--- src/rtl/sg_pkg.sv ---
package sg_pkg;

  typedef enum logic [2:0] {
    OP_NOP    = 3'd0,
    OP_ENTER  = 3'd1,
    OP_EXIT   = 3'd2,
    OP_SET    = 3'd3,
    OP_CLEAR  = 3'd4,
    OP_LOCK   = 3'd5,
    OP_UNLOCK = 3'd6,
    OP_READ   = 3'd7
  } sg_op_e;

  typedef enum logic [2:0] {
    CS_NONE    = 3'd0,
    CS_MODEREG = 3'd1,
    CS_PERSIST = 3'd2,
    CS_DYNAMIC = 3'd3,
    CS_PASS    = 3'd4
  } sg_cset_e;

  typedef struct packed {
    logic per_prog;
    logic per_erase_all;
    logic per_freeze;
    logic dyn_set;
    logic dyn_clr;
    logic mode_prog;
    logic pw_prog;
    logic pw_unlock;
    logic rd_per;
    logic rd_dyn;
    logic rd_mode;
    logic rd_pw;
  } sg_strobe_t;

endpackage

--- src/rtl/sg_cmd_decode.sv ---
module sg_cmd_decode
  import sg_pkg::*;
(
  input  logic       clk,
  input  logic       rst,
  input  logic       cmd_valid,
  input  logic [2:0] cmd_op,
  input  logic [1:0] cmd_sel,
  output sg_strobe_t strb,
  output sg_cset_e   cset
);

  sg_op_e   op;
  sg_cset_e sel_cset;

  assign op = sg_op_e'(cmd_op);

  always_comb begin
    case (cmd_sel)
      2'd0:    sel_cset = CS_MODEREG;
      2'd1:    sel_cset = CS_PERSIST;
      2'd2:    sel_cset = CS_DYNAMIC;
      default: sel_cset = CS_PASS;
    endcase
  end

  always_ff @(posedge clk) begin
    if (rst) begin
      cset <= CS_NONE;
    end else if (cmd_valid) begin
      if (op == OP_ENTER && cset == CS_NONE) cset <= sel_cset;
      else if (op == OP_EXIT)                cset <= CS_NONE;
    end
  end

  always_comb begin
    strb = '0;
    if (cmd_valid) begin
      case (op)
        OP_SET: begin
          strb.mode_prog = (cset == CS_MODEREG);
          strb.per_prog  = (cset == CS_PERSIST);
          strb.dyn_set   = (cset == CS_DYNAMIC);
          strb.pw_prog   = (cset == CS_PASS);
        end
        OP_CLEAR: begin
          strb.per_erase_all = (cset == CS_PERSIST);
          strb.dyn_clr       = (cset == CS_DYNAMIC);
        end
        OP_LOCK:   strb.per_freeze = (cset == CS_PERSIST);
        OP_UNLOCK: strb.pw_unlock  = (cset == CS_PASS);
        OP_READ: begin
          strb.rd_mode = (cset == CS_MODEREG);
          strb.rd_per  = (cset == CS_PERSIST);
          strb.rd_dyn  = (cset == CS_DYNAMIC);
          strb.rd_pw   = (cset == CS_PASS);
        end
        default: strb = '0;
      endcase
    end
  end

  AST_ENTER_NESTED_IGNORED: assert property (@(posedge clk) disable iff (rst)
    (cset != CS_NONE && cmd_valid && op == OP_ENTER) |=> (cset == $past(cset)));

  AST_EXIT_TO_READ: assert property (@(posedge clk) disable iff (rst)
    (cmd_valid && op == OP_EXIT) |=> (cset == CS_NONE));

endmodule

--- src/rtl/sg_bit_array.sv ---
module sg_bit_array #(
  parameter int   NUM_BITS = 64,
  parameter int   IDX_W    = $clog2(NUM_BITS),
  parameter logic RST_VAL  = 1'b0,
  parameter logic FILL_VAL = 1'b1
) (
  input  logic                clk,
  input  logic                rst,
  input  logic                wr_en,
  input  logic                wr_val,
  input  logic [IDX_W-1:0]    wr_idx,
  input  logic                fill_en,
  output logic [NUM_BITS-1:0] bits
);

  for (genvar i = 0; i < NUM_BITS; i++) begin : g_cell
    always_ff @(posedge clk) begin
      if (rst)                                  bits[i] <= RST_VAL;
      else if (fill_en)                         bits[i] <= FILL_VAL;
      else if (wr_en && wr_idx == IDX_W'(i))    bits[i] <= wr_val;
    end
  end

  AST_FILL_ALL: assert property (@(posedge clk) disable iff (rst)
    fill_en |=> (bits == {NUM_BITS{FILL_VAL}}));

endmodule

--- src/rtl/sg_mode_regs.sv ---
module sg_mode_regs #(
  parameter int PW_W = 64
) (
  input  logic            clk,
  input  logic            por,
  input  logic            rst,
  input  logic            mode_prog,
  input  logic            pw_prog,
  input  logic            pw_unlock,
  input  logic            freeze,
  input  logic [PW_W-1:0] data,
  output logic [1:0]      mode,
  output logic            lock,
  output logic [PW_W-1:0] pw
);

  logic mode_ok;
  assign mode_ok = (mode == 2'b00) && (data[1:0] == 2'b01 || data[1:0] == 2'b10);

  always_ff @(posedge clk) begin
    if (por) begin
      mode <= 2'b00;
      pw   <= '1;
    end else begin
      if (mode_prog && mode_ok) mode <= data[1:0];
      if (pw_prog && !mode[1])  pw   <= data;
    end
  end

  always_ff @(posedge clk) begin
    if (por)                                    lock <= 1'b1;
    else if (rst)                               lock <= ~mode[1];
    else if (pw_unlock && mode[1] && data == pw) lock <= 1'b1;
    else if (freeze)                            lock <= 1'b0;
  end

  AST_MODE_EXCLUSIVE: assert property (@(posedge clk) disable iff (por)
    $onehot0(mode));

  AST_MODE_STICKY: assert property (@(posedge clk) disable iff (por)
    (mode != 2'b00) |=> $stable(mode));

  AST_PW_FROZEN: assert property (@(posedge clk) disable iff (por)
    mode[1] |=> $stable(pw));

  AST_LOCK_REOPEN: assert property (@(posedge clk) disable iff (por || rst)
    ($rose(lock) && !$past(rst)) |-> $past(mode[1]));

endmodule

--- src/rtl/sg_access.sv ---
module sg_access #(
  parameter int NUM_SECTORS = 64,
  parameter int SECT_W      = $clog2(NUM_SECTORS)
) (
  input  logic                   clk,
  input  logic                   rst,
  input  logic                   req_valid,
  input  logic [SECT_W-1:0]      req_sector,
  input  logic [NUM_SECTORS-1:0] per_bits,
  input  logic [NUM_SECTORS-1:0] dyn_bits,
  output logic                   allow_valid,
  output logic                   allow
);

  logic per_sel, dyn_sel;
  assign per_sel = per_bits[req_sector];
  assign dyn_sel = dyn_bits[req_sector];

  always_ff @(posedge clk) begin
    if (rst) begin
      allow_valid <= 1'b0;
      allow       <= 1'b0;
    end else begin
      allow_valid <= req_valid;
      allow       <= req_valid && per_sel && !dyn_sel;
    end
  end

  AST_REQ_ANSWERED: assert property (@(posedge clk) disable iff (rst)
    req_valid |=> allow_valid);

  AST_ALLOW_QUALIFIED: assert property (@(posedge clk) disable iff (rst)
    allow |-> allow_valid);

endmodule

--- src/rtl/sg_readback.sv ---
module sg_readback
  import sg_pkg::*;
#(
  parameter int NUM_SECTORS = 64,
  parameter int SECT_W      = $clog2(NUM_SECTORS),
  parameter int PW_W        = 64
) (
  input  logic                   clk,
  input  logic                   rst,
  input  sg_strobe_t             strb,
  input  logic [SECT_W-1:0]      sector,
  input  logic [NUM_SECTORS-1:0] per_bits,
  input  logic [NUM_SECTORS-1:0] dyn_bits,
  input  logic [1:0]             mode,
  input  logic                   lock,
  input  logic [PW_W-1:0]        pw,
  output logic                   rd_valid,
  output logic [PW_W-1:0]        rd_data
);

  localparam int PAD_W = PW_W - 3;

  logic            any_rd;
  logic [PW_W-1:0] rd_next;

  assign any_rd = strb.rd_per | strb.rd_dyn | strb.rd_mode | strb.rd_pw;

  always_comb begin
    rd_next = '0;
    if (strb.rd_per)       rd_next = {{(PW_W-1){1'b0}}, per_bits[sector]};
    else if (strb.rd_dyn)  rd_next = {{(PW_W-1){1'b0}}, dyn_bits[sector]};
    else if (strb.rd_mode) rd_next = {{PAD_W{1'b0}}, lock, mode};
    else if (strb.rd_pw)   rd_next = mode[1] ? '1 : pw;
  end

  always_ff @(posedge clk) begin
    if (rst) begin
      rd_valid <= 1'b0;
      rd_data  <= '0;
    end else begin
      rd_valid <= any_rd;
      if (any_rd) rd_data <= rd_next;
    end
  end

  AST_READ_ANSWERED: assert property (@(posedge clk) disable iff (rst)
    any_rd |=> rd_valid);

endmodule

--- src/rtl/sector_guard.sv ---
module sector_guard
  import sg_pkg::*;
#(
  parameter int NUM_SECTORS = 64,
  parameter int SECT_W      = $clog2(NUM_SECTORS),
  parameter int PW_W        = 64
) (
  input  logic              clk,
  input  logic              por,
  input  logic              rst,
  input  logic              cmd_valid,
  input  logic [2:0]        cmd_op,
  input  logic [SECT_W-1:0] cmd_sector,
  input  logic [PW_W-1:0]   cmd_data,
  input  logic              req_valid,
  input  logic [SECT_W-1:0] req_sector,
  output logic              allow_valid,
  output logic              allow,
  output logic              rd_valid,
  output logic [PW_W-1:0]   rd_data
);

  logic                   rst_any;
  sg_strobe_t             strb;
  sg_cset_e               cset;
  logic [NUM_SECTORS-1:0] per_bits;
  logic [NUM_SECTORS-1:0] dyn_bits;
  logic [1:0]             mode;
  logic                   lock;
  logic [PW_W-1:0]        pw;

  assign rst_any = por | rst;

  sg_cmd_decode u_decode (
    .clk       (clk),
    .rst       (rst_any),
    .cmd_valid (cmd_valid),
    .cmd_op    (cmd_op),
    .cmd_sel   (cmd_data[1:0]),
    .strb      (strb),
    .cset      (cset)
  );

  sg_bit_array #(
    .NUM_BITS (NUM_SECTORS),
    .IDX_W    (SECT_W),
    .RST_VAL  (1'b1),
    .FILL_VAL (1'b1)
  ) u_persist (
    .clk     (clk),
    .rst     (por),
    .wr_en   (strb.per_prog & lock),
    .wr_val  (1'b0),
    .wr_idx  (cmd_sector),
    .fill_en (strb.per_erase_all & lock),
    .bits    (per_bits)
  );

  sg_bit_array #(
    .NUM_BITS (NUM_SECTORS),
    .IDX_W    (SECT_W),
    .RST_VAL  (1'b0),
    .FILL_VAL (1'b0)
  ) u_dynamic (
    .clk     (clk),
    .rst     (rst_any),
    .wr_en   (strb.dyn_set | strb.dyn_clr),
    .wr_val  (strb.dyn_set),
    .wr_idx  (cmd_sector),
    .fill_en (1'b0),
    .bits    (dyn_bits)
  );

  sg_mode_regs #(.PW_W(PW_W)) u_mode (
    .clk       (clk),
    .por       (por),
    .rst       (rst),
    .mode_prog (strb.mode_prog),
    .pw_prog   (strb.pw_prog),
    .pw_unlock (strb.pw_unlock),
    .freeze    (strb.per_freeze),
    .data      (cmd_data),
    .mode      (mode),
    .lock      (lock),
    .pw        (pw)
  );

  sg_access #(.NUM_SECTORS(NUM_SECTORS), .SECT_W(SECT_W)) u_access (
    .clk         (clk),
    .rst         (rst_any),
    .req_valid   (req_valid),
    .req_sector  (req_sector),
    .per_bits    (per_bits),
    .dyn_bits    (dyn_bits),
    .allow_valid (allow_valid),
    .allow       (allow)
  );

  sg_readback #(.NUM_SECTORS(NUM_SECTORS), .SECT_W(SECT_W), .PW_W(PW_W)) u_read (
    .clk      (clk),
    .rst      (rst_any),
    .strb     (strb),
    .sector   (cmd_sector),
    .per_bits (per_bits),
    .dyn_bits (dyn_bits),
    .mode     (mode),
    .lock     (lock),
    .pw       (pw),
    .rd_valid (rd_valid),
    .rd_data  (rd_data)
  );

  AST_PERSIST_FROZEN: assert property (@(posedge clk) disable iff (por)
    !lock |=> $stable(per_bits));

  AST_DYN_CLEARED_BY_RST: assert property (@(posedge clk) disable iff (por)
    rst |=> (dyn_bits == '0 && cset == CS_NONE));

  AST_PERSIST_KEEP_RST: assert property (@(posedge clk) disable iff (por)
    rst |=> $stable(per_bits));

  AST_IDLE_NO_STROBE: assert property (@(posedge clk) disable iff (rst_any)
    (cset == CS_NONE) |-> (strb == '0));

endmodule

--- config.mk ---
export PLATFORM = sky130hd
export DESIGN_NAME = sector_guard
export DESIGN_NICKNAME = d
export VERILOG_FILES = /design/src/rtl/sg_pkg.sv /design/src/rtl/sg_cmd_decode.sv /design/src/rtl/sg_bit_array.sv /design/src/rtl/sg_mode_regs.sv /design/src/rtl/sg_access.sv /design/src/rtl/sg_readback.sv /design/src/rtl/sector_guard.sv
export SDC_FILE = /design/constraint.sdc
export NUM_CORES = 1
export LEC_CHECK = 0
export BUFFER_PORTS_ARGS = -buffer_cell sky130_fd_sc_hd__buf_4
export CORE_AREA = 3 3 203 146
export DETAILED_ROUTE_END_ITERATION = 7
export DIE_AREA = 0 0 206 149
export GPL_TIMING_DRIVEN = 0
export PLACE_DENSITY = 0.64
export SLEW_MARGIN = 0
export SYNTH_ARGS = -nofsm -noshare
export SYNTH_HDL_FRONTEND = slang
export SYNTH_SLANG_ARGS = --single-unit
--- constraint.sdc ---
create_clock -name clk -period 2.15 [get_ports clk]
set_input_delay 0.1075 -clock clk [delete_from_list [all_inputs] [get_ports clk]]
set_output_delay 0.1075 -clock clk [all_outputs]
set_load 0.01 [all_outputs]
==> results of run 1 <==
[cell usage after synthesis, drive strengths merged, types with 5 or more instances]
| master | n | area (um2) |
|---|---|---|
| dfxtp | 265 | 5305 |
| a31oi | 9 | 56.30 |
| nand4 | 15 | 93.84 |
| a21oi | 57 | 285.3 |
| mux2i | 65 | 650.6 |
| nor3 | 132 | 660.6 |
| nand3 | 41 | 205.2 |
| nor2 | 111 | 416.7 |
| o21ai | 95 | 475.5 |
| o211ai | 8 | 60.06 |
| a311oi | 6 | 52.55 |
| a211o | 15 | 131.4 |
| nand2b | 13 | 81.33 |
| o221a | 15 | 168.9 |
| clkbuf | 85 | 319.1 |
| a22oi | 12 | 90.09 |
| nand2 | 172 | 645.6 |
| nor3b | 21 | 157.7 |
| xnor2 | 30 | 262.8 |
| nand3b | 17 | 127.6 |
| inv | 41 | 153.9 |
| nor2b | 26 | 162.7 |
| a211oi | 27 | 202.7 |
| o311ai | 15 | 131.4 |
| and3b | 5 | 43.79 |
| mux4 | 26 | 589.3 |
| buf | 25 | 155.1 |
| nor4 | 10 | 68.81 |
| xor2 | 23 | 201.4 |
[per-stage QoR]
step	utilization, %	setup slack (ps)	cells	hold WS (ps)
after floorplan	-	252.2	1437	225.3
after CTS	56.66	-21.99	2067	99.55
final	57.11	-164.6	2070	137.6
after global placement	50.45	-1033	1951	327.2
after global routing	57.11	-241.2	2070	137.5
after detailed placement	50.48	-916.9	1951	330.8
[cells by family after synthesis]
| logic type | after synthesis |
|---|---|
| simple gates | 580 |
| compound gates | 290 |
| flops | 265 |
| buf+inv | 151 |
| mux | 95 |
| xor+xnor | 53 |
| fa+ha+maj | 3 |
[worst paths after layout]
check,to,from,slack [ps],depth (start not counted)
setup / recovery,u_dynamic.bits[51],cmd_sector[0],-160,9
hold / removal,u_dynamic.bits[36],cmd_valid,140,5
setup reg to reg,u_access.allow,u_dynamic.bits[27],-10,5
hold reg to reg,u_persist.bits[52],u_persist.bits[52],480,2
[timing repair]
| action | CTS | global route |
|---|---|---|
| pin swaps | 0 | 1 |
| setup buffers | 0 | 3 |
| gates resized for setup | 35 | 48 |
| hold buffers | 69 | 0 |
| setup endpoints to repair | 241 | 218 |
| endpoints found under the hold margin | 71 | 0 |
[state kept, by name, indices dropped and copies added, names as in the netlist]
name                  count
u_dynamic.bits           64
u_read.rd_valid           1
u_mode.pw                64
u_mode.lock               1
u_access.allow            1
u_access.allow_valid      1
u_decode.cset             3
u_persist.bits           64
u_read.rd_data           64
u_mode.mode               2
[worst reg2reg max path: stages, from the launching register on]
cell and delay, ps:
sky130_fd_sc_hd__dfxtp_1 380, sky130_fd_sc_hd__and3b_1 200, sky130_fd_sc_hd__o311ai_1 700, sky130_fd_sc_hd__o311ai_0 410, sky130_fd_sc_hd__nand4_1 210, sky130_fd_sc_hd__o2111ai_1 140
[routing by layer]
metal	global-route usage [%]	wire (um)
met1	45.42	21400
met2	41.01	18920
met3	11.95	6296
met4	6.341	979
met5	0	7
[power breakdown]
group	total, uW	internal (uW)	switching, uW
sequential	4910	4910	1.64
combinational	897	351	546
clock	4950	2910	2030
[area by class of cell]
cell class / instances / area share (%)
repair buffers: 215 / 11.30
well taps: 371 / 2.935
diodes: 1 / 0.01582
plain buffers: 108 / 3.267
flip-flops and latches: 265 / 33.54
multi-input cells: 1021 / 42.19
clock inverters: 13 / 1.060
inverters: 41 / 0.9731
clock buffers: 35 / 4.715
==> results_dict.tcl, run 1 <==
set metrics [dict create \
    relSlewSlack_pct 3.657 \
    final_common_cell "sky130_fd_sc_hd__dfxtp_1" \
    layout_min_cycle_time_ps 2315 \
    final_min_period_over_clock_period_pct 107.7 \
    most-common-layout-cells "265 x sky130_fd_sc_hd__dfxtp_1, 171 x sky130_fd_sc_hd__nand2_1, 157 x sky130_fd_sc_hd__buf_4" \
    status "complete, but fails checks" \
    ios 151 \
    remaining_drc_errors 0 \
    antenna_found_initial 2 \
    dpl.hpwl_um 35530 \
    chipHeight_um 149 \
    final.setup.worst_slack_ps -164.6 \
    critPathSlowestCell "sky130_fd_sc_hd__nor3_1" \
    cts.htree.levels 1 \
    detailroute.via_count 12410 \
    netlist_area_mm2 0.01243 \
    hold_class "in2reg" \
    synth_simple_gate_area_share_pct 22.44 \
    grt_max_degree 15 \
    first_global_vias 11620 \
    critical_path_arrival_ps 2720 \
    failing_checks "negative setup slack" \
    cts_tree "built" \
    grt_setup_unrepaired "true" \
    maxCapViolCount 0 \
    path_buf_inv 4 \
    cpMostUsedCell "sky130_fd_sc_hd__nand2_1" \
    synthArstFlopShare_pct 0 \
    timing_max_transition_violations_final 0 \
    multi_input_comb_area_mm2 0.006673 \
    yosys_warnings 0 \
    finalWirelength_um 47610 \
    drtIter0Drc 1342 \
    cts_buffers 26 \
    post_dp_cell_area_mm2 0.01398 \
    layout-drive-gt1-share_pct 18.14 \
    worst_setup_path_end_kind "register" \
    clk_root_buffer_cell "sky130_fd_sc_hd__clkbuf_16" \
    setup_viol_count_final 28 \
    synthAdderAreaFrac_pct 0.3019 \
    core_footprint_mm2 0.02769 \
    post_synth_inst_count 1437 \
    fin_area_mm2 0.01582 \
    synthesis.area_per_instance_um2 8.652 \
    path_cells "buf_6 -> buf_8 -> buf_2 -> buf_4 -> nand2_1 -> nor3_1 -> nand2_1 -> o21ai_0 -> a21oi_1" \
    worst_slew_pin_slew_ps 1433 \
    seq_area_frac_synth_pct 42.67 \
    vdd.ir_drop.worst_mv 0.5183 \
    num-fill-cells 2567 \
    vias_per_cell 5.997 \
    route.antenna.remaining_nets 0 \
    powerDensity_mw_per_mm2 680.0 \
    syn-num-nets 1524 \
    area.growth.synth_to_final_pct 27.20 \
    worst_setup_path_start_kind "input port" \
    dieArea_mm2 0.03069 \
    cts.path.max_buffers 3 \
    setup_total_negative_slack_ps -1794 \
    worst_skew_pair_later_pin_latency_ps 550 \
    gpl.final_weighted_congestion 1.025 \
    gr_usage_total_pct 30.36 \
    grt_first_pass_wirelength_um 70890 \
    slowest_stage_delay_cp_ps 1020 \
    postSynthRegisterBits 265 \
    post_synthesis_share_of_cell_area_spent_on_xor_and_xnor_gates_pct 3.734 \
    fraction_of_the_mapped_netlist_area_in_compound_gates_pct 15.47 \
    yosys.cell_types.count 62 \
    clock-sinks 265 \
    final.setup_skew_ps 16.51 \
    wl_per_cell_um 23.00 \
    synth_top_family_by_area "simple AND/OR/NAND/NOR gates" \
    leakagePower_uw 0.005447 \
    total_congestion_overflow 0 \
    start_util_pct 44.89 \
    critical_path_class "in2reg" \
    number_of_port_buffers 143 \
    cp.required_ps 2550 \
    critical-path-top-delay-family "simple AND/OR/NAND/NOR gates" \
    dominantRegCellSynth "sky130_fd_sc_hd__dfxtp_1" \
    total_power_uw 10750 \
    edff_count_synth 0 \
    floorplan.die.width_um 206 \
    fin_nets 1765 \
    finalHoldViolCount 0 \
    first_pass_iters 5 \
    critPathMaxFanout 10 \
    clk_pin_slew_worst_paths_ps 70 \
    floorplan.rows 51 \
    muxShareOfSynthArea_pct 10.34 \
    seq_area_mm2 0.005305 \
    timing.fmax_ghz 0.4320 \
]
Note: power is estimated with default switching activity, not from simulation.
==> run 2, diff against run 1 <==
PLACE_DENSITY = 0.66   (was 0.64)
clock period = 2.1 ns   (was 2.15 ns; I/O delays follow)
==> results_dict.tcl, run 2 (synthesis results as in run 1) <==
set metrics [dict create \
    multi_input_comb_area_mm2 0.006683 \
    hold_class "in2reg" \
    cts_buffers 27 \
    dieArea_mm2 0.03069 \
    whs_ps 115.5 \
    maxCapViolCount 0 \
    route.antenna.remaining_nets 0 \
    setup_viol_count_final 1 \
    fin_nets 1766 \
    total_congestion_overflow 0 \
    final.setup.worst_slack_ps -3.198 \
    start_util_pct 44.89 \
    vias_per_cell 6.089 \
    timing.fmax_ghz 0.4755 \
    cts.path.max_buffers 3 \
    layout-drive-gt1-share_pct 18.81 \
    clk_pin_slew_worst_paths_ps 60 \
    place_worst_setup_slack_ps -802.0 \
    number_of_port_buffers 143 \
    dpl.hpwl_um 35560 \
    cts.htree.levels 1 \
    num-fill-cells 2475 \
    remaining_drc_errors 0 \
    ios 151 \
    final_min_period_over_clock_period_pct 100.2 \
    finalHoldViolCount 0 \
    detailroute.via_count 12590 \
    critical_path_arrival_ps 2490 \
    first_global_vias 11830 \
    area.growth.synth_to_final_pct 27.49 \
    final.setup_skew_ps 10.96 \
    first_pass_iters 5 \
    grt_first_pass_wirelength_um 71640 \
    post-place-cells 1952 \
    floorplan.die.width_um 206 \
    worst_slew_pin_slew_ps 1169 \
    clock-sinks 265 \
    cp.required_ps 2490 \
    core_footprint_mm2 0.02769 \
    cts_tree "built" \
    layout_min_cycle_time_ps 2103 \
    critPathMaxFanout 10 \
    chipHeight_um 149 \
    clk_root_buffer_cell "sky130_fd_sc_hd__clkbuf_16" \
    gpl.final_weighted_congestion 1.023 \
    finalWirelength_um 48040 \
    floorplan.rows 51 \
    vdd.ir_drop.worst_mv 0.4948 \
    worst_setup_path_end_kind "register" \
    critical_path_class "in2reg" \
    gr_usage_total_pct 30.48 \
    seq_area_mm2 0.005306 \
    failing_checks "negative setup slack" \
    wl_per_cell_um 23.23 \
    grt_setup_unrepaired "true" \
    final_common_cell "sky130_fd_sc_hd__dfxtp_1" \
    setup_total_negative_slack_ps -3.198 \
    drtIter0Drc 1605 \
    worst_skew_pair_later_pin_latency_ps 550 \
    post_dp_cell_area_mm2 0.01398 \
    worst_setup_path_start_kind "input port" \
    powerDensity_mw_per_mm2 698.0 \
    timing_max_transition_violations_final 0 \
    most-common-layout-cells "264 x sky130_fd_sc_hd__dfxtp_1, 171 x sky130_fd_sc_hd__nand2_1, 156 x sky130_fd_sc_hd__buf_4" \
    grt_max_degree 14 \
    fin_area_mm2 0.01585 \
    leakagePower_uw 0.005479 \
    relSlewSlack_pct 21.79 \
    status "complete, but fails checks" \
    filler_free_cell_count_of_the_finished_design 2068 \
    antenna_found_initial 1 \
]
run 2: through the flow:
stage / util (%) / total power, uW
6_report: 57.24 / 11060
5_1_grt: 57.24 / 11310
4_1_cts: 56.79 / 11040
3_5_place_dp: 50.47 / 5902
3_3_place_gp: 50.45 / 5897
2_1_floorplan: - / 5527
run 2: path summary, 6_finish.rpt:
check	end	cells after the start	from	slack, ps
worst max register to register	u_read.rd_data[0]	5	u_persist.bits[22]	30
worst min-delay path	u_decode.cset[2]	4	cmd_op[1]	120
worst min register to register	u_persist.bits[45]	2	u_persist.bits[45]	480
worst max-delay path	u_dynamic.bits[49]	9	cmd_sector[1]	-3
run 2: per-layer routing:
metal  share of wire [%]  track usage [%]  routed length, um  up-vias
li1                    -                -                  -     5646
met1                  45            45.99              21430     6106
met5                0.17            1.948                 81        -
met4                 2.0            6.985                974        2
met2                  40            41.52              19180      755
met3                  13            10.25               6369       83
run 2: layout make-up:
class | count | area share (%)
multi-input cells | 1021 | 42.16
flip-flops and latches | 265 | 33.48
repair buffers | 215 | 11.26
clock buffers | 38 | 5.091
plain buffers | 108 | 3.378
well taps | 371 | 2.928
inverters | 41 | 0.9709
clock inverters | 8 | 0.7262
diodes | 1 | 0.01579
run 2: where the power goes:
group,switching [uW],total (uW),internal [uW]
registers,1.60,5030,5030
clock network,2100,5110,3020
logic,562,923,361
total,2660,11100,8410
run 2: worst max-delay path: stages:
cell,delay [ps]
sky130_fd_sc_hd__buf_4,150
sky130_fd_sc_hd__buf_4,220
sky130_fd_sc_hd__buf_6,200
sky130_fd_sc_hd__buf_4,230
sky130_fd_sc_hd__nand2b_1,340
sky130_fd_sc_hd__nor3_2,770
sky130_fd_sc_hd__nand2_1,180
sky130_fd_sc_hd__o21ai_0,180
sky130_fd_sc_hd__a21oi_1,90
run 2: timing repair:
item | 4_1_cts | 5_1_grt
buffers inserted | 0 | 1
endpoints found under the hold margin | 71 | 0
hold buffers | 69 | 0
resized for setup | 44 | 63
endpoints found under the setup margin | 243 | 210
